**config.mk**
```make
export PLATFORM = sky130hd
export DESIGN_NAME = tournament_predictor
export DESIGN_NICKNAME = d
export VERILOG_FILES = /design/src/rtl/tp_pkg.sv /design/src/rtl/tp_pcfold.sv /design/src/rtl/tp_ctrl.sv /design/src/rtl/tp_datapath.sv /design/src/rtl/tournament_predictor.sv
export SDC_FILE = /design/constraint.sdc
export NUM_CORES = 1
export LEC_CHECK = 0
export BUFFER_PORTS_ARGS = -buffer_cell sky130_fd_sc_hd__buf_2
export CORE_MARGIN = 1
export CORE_UTILIZATION = 49
export DETAILED_ROUTE_END_ITERATION = 12
export PLACE_DENSITY = 0.65
export SETUP_SLACK_MARGIN = 0.02
export SLEW_MARGIN = 20
export SYNTH_ARGS = -nofsm -noshare
export SYNTH_HDL_FRONTEND = slang
export SYNTH_SLANG_ARGS = --single-unit
```
**constraint.sdc**
```tcl
create_clock -name clk -period 7.2 [get_ports clk]
set_input_delay 1.44 -clock clk [delete_from_list [all_inputs] [get_ports clk]]
set_output_delay 1.44 -clock clk [all_outputs]
set_load 0.005 [all_outputs]
```
**src/rtl/tp_pkg.sv**
```systemverilog
package tp_pkg;

  // Counter encodings shared by the tables
  localparam logic [1:0] CTR_WEAK_NT    = 2'b01;
  localparam logic [1:0] SEL_WEAK_LOCAL = 2'b01;
  localparam logic [1:0] SEL_WEAK_GLOB  = 2'b10;

  // Strobes from control to datapath
  typedef struct packed {
    logic histWr;        // shift outcome into local and global history
    logic ctrWr;         // train both component counters
    logic dirTaken;      // resolved outcome
    logic selWr;         // selector entry is written
    logic selToGlobal;   // global component was the right one
  } tpStrobe_t;

  function automatic logic [1:0] ctrStep(input logic [1:0] cur, input logic up);
    logic [1:0] nxt;
    nxt = cur;
    if (up && cur != 2'b11) nxt = cur + 2'd1;
    else if (!up && cur != 2'b00) nxt = cur - 2'd1;
    return nxt;
  endfunction

endpackage

```
**src/rtl/tp_pcfold.sv**
```systemverilog
module tp_pcfold #(
  parameter int IN_W  = 16,
  parameter int OUT_W = 4
) (
  input  logic [IN_W-1:0]  pcIn,
  output logic [OUT_W-1:0] idxOut
);

  always_comb begin
    idxOut = '0;
    for (int i = 0; i < IN_W; i++) begin
      idxOut[i % OUT_W] = idxOut[i % OUT_W] ^ pcIn[i];
    end
  end

endmodule

```
**src/rtl/tp_ctrl.sv**
```systemverilog
module tp_ctrl
  import tp_pkg::*;
(
  input  logic      updValid,
  input  logic      updTaken,
  input  logic      updLocalPred,
  input  logic      updGlobalPred,
  output tpStrobe_t strobe
);

  logic disagree;

  always_comb begin
    disagree           = updLocalPred ^ updGlobalPred;
    strobe.histWr      = updValid;
    strobe.ctrWr       = updValid;
    strobe.dirTaken    = updTaken;
    strobe.selWr       = updValid & disagree;
    strobe.selToGlobal = (updGlobalPred == updTaken);
  end

endmodule

```
**src/rtl/tp_datapath.sv**
```systemverilog
module tp_datapath
  import tp_pkg::*;
#(
  parameter int PC_W         = 16,
  parameter int LHT_BITS     = 4,
  parameter int LHIST_W      = 4,
  parameter int GHIST_W      = 6,
  parameter int CH_BITS      = 4,
  parameter bit CHOOSER_2BIT = 1'b1
) (
  input  logic               clk,
  input  logic               rstN,
  input  logic [PC_W-1:0]    lookupPc,
  input  logic [PC_W-1:0]    updPc,
  input  tpStrobe_t          strobe,
  output logic               predTaken,
  output logic               predLocal,
  output logic               predGlobal,
  output logic [GHIST_W-1:0] ghrOut
);

  localparam int LHT_N  = 1 << LHT_BITS;
  localparam int LCTR_N = 1 << LHIST_W;
  localparam int GCTR_N = 1 << GHIST_W;
  localparam int SEL_N  = 1 << CH_BITS;

  logic [LHIST_W-1:0] localHist [LHT_N];
  logic [1:0]         localCtr  [LCTR_N];
  logic [1:0]         globalCtr [GCTR_N];
  logic [1:0]         selCtr    [SEL_N];
  logic [GHIST_W-1:0] ghr;

  // Folded indices, lookup side and update side
  logic [LHT_BITS-1:0] lkLhtIdx, upLhtIdx;
  logic [GHIST_W-1:0]  lkPcG, upPcG;
  logic [CH_BITS-1:0]  lkSelIdx, upSelIdx;

  tp_pcfold #(.IN_W(PC_W), .OUT_W(LHT_BITS)) foldLkL (.pcIn(lookupPc), .idxOut(lkLhtIdx));
  tp_pcfold #(.IN_W(PC_W), .OUT_W(GHIST_W))  foldLkG (.pcIn(lookupPc), .idxOut(lkPcG));
  tp_pcfold #(.IN_W(PC_W), .OUT_W(CH_BITS))  foldLkS (.pcIn(lookupPc), .idxOut(lkSelIdx));
  tp_pcfold #(.IN_W(PC_W), .OUT_W(LHT_BITS)) foldUpL (.pcIn(updPc),    .idxOut(upLhtIdx));
  tp_pcfold #(.IN_W(PC_W), .OUT_W(GHIST_W))  foldUpG (.pcIn(updPc),    .idxOut(upPcG));
  tp_pcfold #(.IN_W(PC_W), .OUT_W(CH_BITS))  foldUpS (.pcIn(updPc),    .idxOut(upSelIdx));

  // Lookup path: history read, then counter read, then select
  logic [LHIST_W-1:0] lkLocIdx;
  logic [GHIST_W-1:0] lkGlbIdx;
  logic               lkUseGlobal;

  always_comb begin
    lkLocIdx    = localHist[lkLhtIdx];
    lkGlbIdx    = ghr ^ lkPcG;
    predLocal   = localCtr[lkLocIdx][1];
    predGlobal  = globalCtr[lkGlbIdx][1];
    lkUseGlobal = selCtr[lkSelIdx][1];
    predTaken   = lkUseGlobal ? predGlobal : predLocal;
  end

  // Update-side indices use pre-update histories
  logic [LHIST_W-1:0] upLocIdx;
  logic [GHIST_W-1:0] upGlbIdx;

  always_comb begin
    upLocIdx = localHist[upLhtIdx];
    upGlbIdx = ghr ^ upPcG;
  end

  always_ff @(posedge clk) begin
    if (!rstN) begin
      for (int i = 0; i < LHT_N; i++) localHist[i] <= '0;
    end else if (strobe.histWr) begin
      localHist[upLhtIdx] <= {localHist[upLhtIdx][LHIST_W-2:0], strobe.dirTaken};
    end
  end

  always_ff @(posedge clk) begin
    if (!rstN) ghr <= '0;
    else if (strobe.histWr) ghr <= {ghr[GHIST_W-2:0], strobe.dirTaken};
  end

  always_ff @(posedge clk) begin
    if (!rstN) begin
      for (int i = 0; i < LCTR_N; i++) localCtr[i] <= CTR_WEAK_NT;
    end else if (strobe.ctrWr) begin
      localCtr[upLocIdx] <= ctrStep(localCtr[upLocIdx], strobe.dirTaken);
    end
  end

  always_ff @(posedge clk) begin
    if (!rstN) begin
      for (int i = 0; i < GCTR_N; i++) globalCtr[i] <= CTR_WEAK_NT;
    end else if (strobe.ctrWr) begin
      globalCtr[upGlbIdx] <= ctrStep(globalCtr[upGlbIdx], strobe.dirTaken);
    end
  end

  // Selector flavour chosen by parameter
  logic [1:0] selNext;

  generate
    if (CHOOSER_2BIT) begin : gSel2
      always_comb selNext = ctrStep(selCtr[upSelIdx], strobe.selToGlobal);
    end else begin : gSel1
      always_comb selNext = strobe.selToGlobal ? SEL_WEAK_GLOB : SEL_WEAK_LOCAL;
    end
  endgenerate

  always_ff @(posedge clk) begin
    if (!rstN) begin
      for (int i = 0; i < SEL_N; i++) selCtr[i] <= SEL_WEAK_LOCAL;
    end else if (strobe.selWr) begin
      selCtr[upSelIdx] <= selNext;
    end
  end

  assign ghrOut = ghr;

endmodule

```
**src/rtl/tournament_predictor.sv**
```systemverilog
module tournament_predictor
  import tp_pkg::*;
#(
  parameter int PC_W         = 16,
  parameter int LHT_BITS     = 4,
  parameter int LHIST_W      = 4,
  parameter int GHIST_W      = 6,
  parameter int CH_BITS      = 4,
  parameter bit CHOOSER_2BIT = 1'b1
) (
  input  logic            clk,
  input  logic            rstN,
  input  logic [PC_W-1:0] lookupPc,
  output logic            predTaken,
  output logic            predLocal,
  output logic            predGlobal,
  input  logic            updValid,
  input  logic [PC_W-1:0] updPc,
  input  logic            updTaken,
  input  logic            updLocalPred,
  input  logic            updGlobalPred
);

  tpStrobe_t          strobe;
  logic [GHIST_W-1:0] ghrVal;

  tp_ctrl ctrl (
    .updValid      (updValid),
    .updTaken      (updTaken),
    .updLocalPred  (updLocalPred),
    .updGlobalPred (updGlobalPred),
    .strobe        (strobe)
  );

  tp_datapath #(
    .PC_W(PC_W), .LHT_BITS(LHT_BITS), .LHIST_W(LHIST_W),
    .GHIST_W(GHIST_W), .CH_BITS(CH_BITS), .CHOOSER_2BIT(CHOOSER_2BIT)
  ) dpath (
    .clk        (clk),
    .rstN       (rstN),
    .lookupPc   (lookupPc),
    .updPc      (updPc),
    .strobe     (strobe),
    .predTaken  (predTaken),
    .predLocal  (predLocal),
    .predGlobal (predGlobal),
    .ghrOut     (ghrVal)
  );

endmodule

```
==> results of run 1 <==
[stage by stage]
stage | util, % | setup slack, ns | total power [mW] | area (µm²)
CTS | 55.3 | 0.929 | 4.85 | 16400
detailed placement | 52.4 | 0.833 | 3.45 | 15600
global placement | 52.4 | 0.953 | 3.43 | 15600
global route | 55.4 | 0.773 | 5.02 | 16500
floorplan | - | 1.50 | 2.98 | 14900
finish | 55.4 | 0.969 | 4.84 | 16500
[worst min path at each step]
stage,start,endpoint,slack [ns],cells after the start
3_3_place_gp,dpath.ghrOut[5],dpath.ghrOut[5],0.55,2
2_1_floorplan,dpath.ghrOut[5],dpath.ghrOut[5],0.53,2
5_1_grt,dpath.ghrOut[0],dpath.ghrOut[0],0.62,2
6_report,dpath.ghrOut[5],dpath.ghrOut[5],0.57,2
3_5_place_dp,dpath.ghrOut[5],dpath.ghrOut[5],0.56,2
4_1_cts,dpath.ghrOut[5],dpath.ghrOut[5],0.57,2
[logic make-up (layout without fill, tap and decap cells)]
kind of cell,after synthesis,in the layout,synth area share [%]
AND/OR/NAND/NOR,602,602,17.2
adder cells (fa/ha/maj),6,6,0.505
XOR/XNOR,65,65,4.19
flip-flops,262,262,52.6
AO/OA/AOI/OAI,114,114,5.11
multiplexers,150,150,17.2
buffers and inverters,99,142,3.16
[worst reg2reg max path: stages, from the launching register on]
cell	delay [ns]
dfxtp_1	0.41
xnor2_1	0.21
xnor2_4	0.79
buf_4	0.36
mux4_2	0.51
nor2_1	0.14
nor2_1	0.09
o21ai_0	0.16
nor3_1	0.09
mux2i_4	0.26
inv_1	0.08
ha_1	0.22
mux2i_1	0.36
xor2_4	0.19
buf_12	0.29
nand3_1	0.18
[cells in the mapped netlist, types with 15 or more instances]
cell	n	area, µm²
clkbuf_1	58	218
o21ai_0	42	210
nor2b_1	15	93.8
mux2i_1	51	510
mux4_2	77	1730
nand2_1	232	871
buf_2	18	90.1
a21oi_1	18	90.1
xor2_1	16	140
nand3_1	87	435
xnor2_1	42	368
edfxtp_1	256	7690
nor2_1	199	747
nor3_1	29	145
[power by group]
part           switching [mW]  internal (mW)  total [mW]
sequential             0.0357           1.74        1.77
clock                   0.605          0.806        1.41
combinational            1.07          0.590        1.66
total                    1.71           3.13        4.84
[area by class of cell]
cell class / count / area (µm²) / area share (%)
Clock buffer: 36 / 752 / 4.57
Multi-Input combinational cell: 937 / 6700 / 40.7
Timing Repair Buffer: 82 / 543 / 3.30
Tap cell: 390 / 488 / 2.97
Clock inverter: 15 / 128 / 0.776
Sequential cell: 262 / 7810 / 47.5
Inverter: 9 / 33.8 / 0.205
[metal layers]
layer | vias to the layer above | track usage, % | share of wire (%)
li1 | 4812 | - | -
met1 | 5195 | 32.6 | 39
met2 | 458 | 43.2 | 50
met3 | 99 | 3.04 | 7.0
met4 | 0 | 9.35 | 3.9
met5 | - | 0 | 0
[flip-flops by register name, summed over array words and instances, names as in the netlist]
name / cells
dpath.globalCtr: 128
dpath.localHist: 64
dpath.localCtr: 32
dpath.selCtr: 32
dpath.ghrOut: 6
==> metrics, run 1 <==
status=complete, no violations; Setup CP Type=primary input to output pin; worst-case reg-to-reg path depth=15; Leak Pwr=5.55 nW; DRC=0; Syn Inst Count=1298; Distinct cells, synth=62; RSZ-0062 raised after global routing=no; Max Cap Violations=0; Vert. Die Dim=176 µm; number of synthesized flops with an enable pin=256; CP peak stage delay=0.85 ns; clk slew on worst S/H paths=0.06 ns; Slew headroom=26.1%; CP required=5.76 ns; Layout Cells excl Fill=1731; Antenna Cells=0; initial antenna violation count=0; Max Fanout on Critical Path=11; mapped cell area=14900 µm²; first-pass GRT wire length=59.1 mm; CP Capture Type=output pin; Peak supply drop=0.000207 V; crit path cell chain=buf_2, xor2_1, xnor2_2, mux4_2, mux2i_1, mux2i_2, mux2_2, o211ai_1, a21oi_1, mux2_2, buf_2; placed instance count=1680; FFs w/ async S/R, synth=0%; routed wire length=38.4 mm; CP max-delay cell=xnor2_2; power density over cell area=294 nW/µm²; Die Span X=176 µm; hold crit path type=register to register; Initial Util=50.0%; deepest clock path buffer count=3; Final Cycle Share=86.5%; TritonCTS Buffers=29; Final Max Slew Viols=0; vias per cell=6.10; Worst Path Buf+Inv=2; Worst R2R Start=dpath.ghrOut[0]; CP arrival=4.79 ns; H-tree levels=1; worst hold slack=0.569 ns; Synth Flop Type=edfxtp_1; Post-Syn Nets=1342; Starting DRT DRC Count=1042; die footprint=31000 µm²; CP Launch Point=lookupPc[0]; worst-skew pair later-pin latency=0.56 ns; CP Depth=11; layout cells sized above 1=18.6%; hpwl dp=26.5 mm; Setup violations, final=0; worst reg2reg endpoint=dpath.globalCtr[50][0]; worst-margin pin slew=1.10 ns; Hold-fix buffers, CTS=0; critical path launch point type=primary input; worst setup path end=predTaken; Routed Antenna Nets=0; Fin. Hold Viols=0; Mean Syn Cell Area=11.4 µm²; area grow syn2layout=10.7%; Synth Register Bits=262; Vias=10.6k; Max Clock Freq=160 MHz; CTS Root Cell=clkbuf_16; core area=29700 µm²; setup_tns=0 ns; post-route minimum period=6.23 ns; GRT overflow=0; Total GRT Usage=25.1%; R2R Setup Slk=2.54 ns; GP Congestion=0.860; Clock Skew=0.0208 ns; CTS tree=built; Nets=1365; commonest non-fill, non-tap cell in the layout=edfxtp_1; Seq/Total Area, Yosys=52.6%; first-pass iteration count of the detailed router=5; most frequent cells in the layout=edfxtp_1, nand2_1, nor2_1; vias in the first global route=10.3k; Syn. warnings=0; Post-CTS Resized=0; IO Count=41; CP top delay family=multiplexers; setup bufs post-CTS=0; largest net degree at the start of global routing=88; row count=63; # clock sinks=262; Port Buffers=40; drt wl/cell=22.2 µm; Layout fillers=2492
Power figures use the tool's default switching activity.
==> run 2, diff against run 1 <==
- PLACE_DENSITY: 0.65 -> unset
- PLACE_DENSITY_LB_ADDON: unset -> 0.2
- RECOVER_POWER: unset -> 25
==> metrics, run 2 (same netlist as run 1, synthesis figures left out) <==
deepest clock path buffer count=3 (unchanged); Nets=1367 (was 1365); Setup CP Type=primary input to output pin (unchanged); critical path launch point type=primary input (unchanged); Setup violations, final=0 (unchanged); core area=29700 µm² (unchanged); setup_tns=0 ns (unchanged); Vert. Die Dim=176 µm (unchanged); # clock sinks=262 (unchanged); area of the multi-input gates=6700 µm² (about the same); CP arrival=4.73 ns (was 4.79 ns); Vias=10.5k (was 10.6k); power density over cell area=295 nW/µm² (was 294 nW/µm²); Leak Pwr=5.54 nW (was 5.55 nW); worst hold slack=0.586 ns (was 0.569 ns); Die Span X=176 µm (unchanged); IO Count=41 (unchanged); Total Power=4.85 mW (was 4.84 mW); commonest non-fill, non-tap cell in the layout=edfxtp_1 (unchanged); clk slew on worst S/H paths=0.06 ns (about the same); CP Capture Type=output pin (unchanged); placed instance count=1682 (was 1680); Final Cycle Share=85.6% (was 86.5%); Starting DRT DRC Count=899 (was 1042); H-tree levels=1 (unchanged); CP max-delay cell=xnor2_2 (unchanged); layout cells sized above 1=18.3% (was 18.6%); CTS tree=built (unchanged); register area=7810 µm² (unchanged); row count=63 (unchanged); CP peak stage delay=0.66 ns (was 0.85 ns); GP Congestion=0.862 (was 0.860); post-layout util=55.4% (about the same); Slew headroom=-22.3% (was 26.1%); Clock Skew=0.00957 ns (was 0.0208 ns); Initial Util=50.0% (unchanged); Worst Path Buf+Inv=3 (was 2); CP required=5.76 ns (about the same); max FFs per register=128 (unchanged); GRT overflow=0 (unchanged); largest net degree at the start of global routing=85 (was 88); Max Fanout on Critical Path=10 (was 11); Total GRT Usage=25.2% (was 25.1%); worst-skew pair later-pin latency=0.55 ns (was 0.56 ns); Routed Antenna Nets=0 (unchanged); DRC=0 (unchanged); Hold-fix buffers, CTS=0 (unchanged); post-route minimum period=6.17 ns (was 6.23 ns); CP top delay family=multiplexers (unchanged); TritonCTS Buffers=29 (unchanged); die footprint=31000 µm² (unchanged); initial antenna violation count=0 (unchanged); most frequent cells in the layout=edfxtp_1, nand2_1, nor2_1 (unchanged); Layout fillers=2540 (was 2492); status=finished with violations (was complete, no violations); vias in the first global route=10.4k (was 10.3k); hpwl dp=26.5 mm (about the same); hold crit path type=register to register (unchanged); area grow syn2layout=10.8% (was 10.7%); RSZ-0062 raised after global routing=no (unchanged); Port Buffers=40 (unchanged); Top reg by flops=dpath.globalCtr (unchanged); crit path cell chain=buf_2, xor2_1, xnor2_2, buf_4, mux4_2, mux2i_1, mux2i_2, mux2_2, o211ai_1, a21oi_1, mux2_2, buf_2 (was buf_2, xor2_1, xnor2_2, mux4_2, mux2i_1, mux2i_2, mux2_2, o211ai_1, a21oi_1, mux2_2, buf_2); Fin. Hold Viols=0 (unchanged); vias per cell=6.06 (was 6.10); Max Cap Violations=1 (was 0); first-pass GRT wire length=59.2 mm (was 59.1 mm); worst-margin pin slew=1.83 ns (was 1.10 ns); drt wl/cell=22.2 µm (about the same); Antenna Cells=0 (unchanged); R2R Setup Slk=2.57 ns (was 2.54 ns); Layout Cells excl Fill=1729 (was 1731); routed wire length=38.5 mm (was 38.4 mm); Regs by FF count=dpath.globalCtr: 128 flops, dpath.localHist: 64 flops (unchanged); setup bufs post-CTS=0 (unchanged); CTS Root Cell=clkbuf_16 (unchanged); Max Clock Freq=162 MHz (was 160 MHz); Post-CTS Resized=0 (unchanged); first-pass iteration count of the detailed router=8 (was 5); Final Max Slew Viols=38 (was 0); failing checks=max-capacitance violations, max-slew violations; Peak supply drop=0.000211 V (was 0.000207 V)
-- run 2: worst reg2reg max path: stages (launching register included) --
cell	delay [ns]
dfxtp_1	0.41
xnor2_1	0.21
xnor2_4	0.63
buf_4	0.33
mux4_2	0.50
and2_1	0.17
a211oi_1	0.35
a31oi_1	0.11
o2bb2ai_1	0.17
and3b_1	0.23
ha_1	0.21
mux2i_1	0.33
xor2_4	0.19
buf_12	0.32
nand3_1	0.16
-- run 2: cell type report --
cell class / instances / share of cell area (%)
sequential: 262 / 47.4
multi-input combinational: 937 / 40.7
clock buffer: 36 / 4.57
timing repair buffer: 84 / 3.37
tap: 390 / 2.97
clock inverter: 11 / 0.745
inverter: 9 / 0.205
-- run 2: worst paths after layout --
kind / from / end / cells after the start
worst max register to register: dpath.ghrOut[0] / dpath.globalCtr[42][0] / 14
worst max-delay path: lookupPc[1] / predTaken / 12
worst min register to register: dpath.ghrOut[1] / dpath.ghrOut[1] / 2
worst min-delay path: dpath.ghrOut[1] / dpath.ghrOut[1] / 2
-- run 2: metrics by stage --
stage / instance area (µm²) / worst slack (ns)
after detailed placement: 15600 / 0.650
after floorplan: 14900 / 1.50
after global routing: 16500 / 0.829
after global placement: 15600 / 0.772
after CTS: 16500 / 0.996
final: 16500 / 1.03
-- run 2: per-layer routing --
metal	vias up	part of all wire [%]	track usage (%)
met5	-	0	0
met4	0	4.7	12.0
met3	122	6.6	4.05
met2	454	50	43.3
met1	5096	38	31.1
li1	4812	-	-
-- run 2: power breakdown --
part / internal [mW] / leakage (nW) / switching, mW
clock: 0.833 / 0.425 / 0.583
combinational: 0.590 / 2.73 / 1.08
sequential: 1.74 / 2.39 / 0.0339
==> run 3, diff against run 2 <==
- CORE_UTILIZATION: 49 -> 61
==> metrics, run 3 (same netlist as run 1, synthesis figures left out) <==
status=finished with violations (unchanged); failing checks=max-capacitance violations, max-slew violations (unchanged); deepest clock path buffer count=3 (unchanged); Regs by FF count=dpath.globalCtr: 128 flops, dpath.localHist: 64 flops (unchanged); Nets=1362 (was 1367); area of the multi-input gates=6690 µm² (was 6700 µm²); commonest non-fill, non-tap cell in the layout=edfxtp_1 (unchanged); vias in the first global route=10.6k (was 10.4k); routed wire length=38.0 mm (was 38.5 mm); setup_tns=0 ns (unchanged); RSZ-0062 raised after global routing=no (unchanged); CP required=7.25 ns (was 5.76 ns); Fin. Hold Viols=0 (unchanged); Total Power=4.76 mW (was 4.85 mW); Final Cycle Share=87.9% (was 85.6%); most frequent cells in the layout=edfxtp_1, nand2_1, nor2_1 (unchanged); TritonCTS Buffers=27 (was 29); largest net degree at the start of global routing=75 (was 85); hold crit path type=register to register (unchanged); Vias=10.8k (was 10.5k); Clock Skew=0.0191 ns (was 0.00957 ns); worst-margin pin slew=3.45 ns (was 1.83 ns); Slew headroom=-130% (was -22.3%); # clock sinks=262 (unchanged); max FFs per register=128 (unchanged); Max Cap Violations=2 (was 1); worst hold slack=0.587 ns (was 0.586 ns); area grow syn2layout=9.64% (was 10.8%); first-pass GRT wire length=58.9 mm (was 59.2 mm); Total GRT Usage=31.7% (was 25.2%); Hold-fix buffers, CTS=0 (unchanged); post-route minimum period=6.33 ns (was 6.17 ns); IO Count=41 (unchanged); CTS tree=built (unchanged); Setup CP Type=primary input to register (was primary input to output pin); DRC=0 (unchanged); Critical Path Most Common Cell=clkbuf_1; CP arrival=6.39 ns (was 4.73 ns); Routed Antenna Nets=0 (unchanged); clk slew on worst S/H paths=0.06 ns (about the same); CTS Root Cell=clkbuf_16 (unchanged); Die Span X=158 µm (was 176 µm); row count=56 (was 63); Leak Pwr=5.51 nW (was 5.54 nW); hpwl dp=25.9 mm (was 26.5 mm); initial antenna violation count=0 (unchanged); Port Buffers=40 (unchanged); drt wl/cell=22.9 µm (was 22.2 µm); Layout fillers=1728 (was 2540); GP Congestion=0.908 (was 0.862); CP max-delay cell=clkbuf_1 (was xnor2_2); register area=7810 µm² (unchanged); Top reg by flops=dpath.globalCtr (unchanged); CP Capture Type=register (was output pin); crit path cell chain=clkbuf_1, clkbuf_1, o21ai_0 (was buf_2, xor2_1, xnor2_2, buf_4, mux4_2, mux2i_1, mux2i_2, mux2_2, o211ai_1, a21oi_1, mux2_2, buf_2); Starting DRT DRC Count=1296 (was 899); Setup violations, final=0 (unchanged); Max Fanout on Critical Path=74 (was 10); Antenna Cells=0 (unchanged); placed instance count=1607 (was 1682); power density over cell area=292 nW/µm² (was 295 nW/µm²); H-tree levels=1 (unchanged); Vert. Die Dim=158 µm (was 176 µm); Post-CTS Resized=0 (unchanged); die footprint=25000 µm² (was 31000 µm²); R2R Setup Slk=2.37 ns (was 2.57 ns); vias per cell=6.50 (was 6.06); GRT overflow=0 (unchanged); Final Max Slew Viols=123 (was 38); Peak supply drop=0.000207 V (was 0.000211 V); layout cells sized above 1=18.2% (was 18.3%); Initial Util=62.7% (was 50.0%); first-pass iteration count of the detailed router=6 (was 8); worst-skew pair later-pin latency=0.54 ns (was 0.55 ns); core area=23700 µm² (was 29700 µm²); critical path launch point type=primary input (unchanged); CP peak stage delay=2.54 ns (was 0.66 ns); Layout Cells excl Fill=1656 (was 1729); setup bufs post-CTS=0 (unchanged); Max Clock Freq=158 MHz (was 162 MHz)
## run 3: changes by cell type in the layout (fill, tap and decap cells not counted)
cell       change
bufinv_16      -2
clkinv_1       -1
clkinv_4       +1
buf_12         -1
xnor2_1        +1
clkinv_2       +5
nor2_2         -1
xnor2_2        -1
buf_4          -4
clkbuf_1       -2
clkbuf_16      -2
buf_16         +1
clkbuf_8       +3
nor2_1         +1
## run 3: routing by layer
metal  global-route usage [%]  part of all wire [%]
met1                     40.8                    36
met2                     53.1                    49
met4                     14.9                   4.7
met5                        0                     0
met3                     4.93                   9.9
## run 3: cell type report
| cell class | instances | area share [%] |
|---|---|---|
| flip-flops and latches | 262 | 47.9 |
| multi-input cells | 937 | 41.1 |
| clock buffers | 34 | 4.49 |
| repair buffers | 81 | 3.29 |
| well taps | 319 | 2.45 |
| clock inverters | 14 | 0.568 |
| inverters | 9 | 0.207 |
## run 3: report_power, final
part | switching, mW | internal, mW | total (mW)
Combinational | 1.08 | 0.578 | 1.66
Clock | 0.580 | 0.749 | 1.33
Sequential | 0.0345 | 1.74 | 1.77
Total | 1.70 | 3.06 | 4.76
## run 3: path summary, 6_finish.rpt
kind,start,to,cells past startpoint
max reg2reg,dpath.ghrOut[0],dpath.globalCtr[35][1],14
min,dpath.ghrOut[5],dpath.ghrOut[5],2
min reg2reg,dpath.ghrOut[5],dpath.ghrOut[5],2
max,rstN,dpath.localCtr[5][1],3
## run 3: worst max-delay path, delay by kind of cell
family          cells  cell delay (ns)
buf+inv             2             4.10
compound gates      1             0.80
## run 3: through the flow
| step | utilization [%] | setup WS, ns | area, µm² |
|---|---|---|---|
| final | 68.8 | 0.869 | 16300 |
| after global routing | 68.8 | 0.513 | 16300 |
| after CTS | 68.7 | 1.06 | 16300 |
| after detailed placement | 65.2 | 0.853 | 15400 |
| after global placement | 65.2 | 0.892 | 15400 |
| after floorplan | - | 1.50 | 14900 |
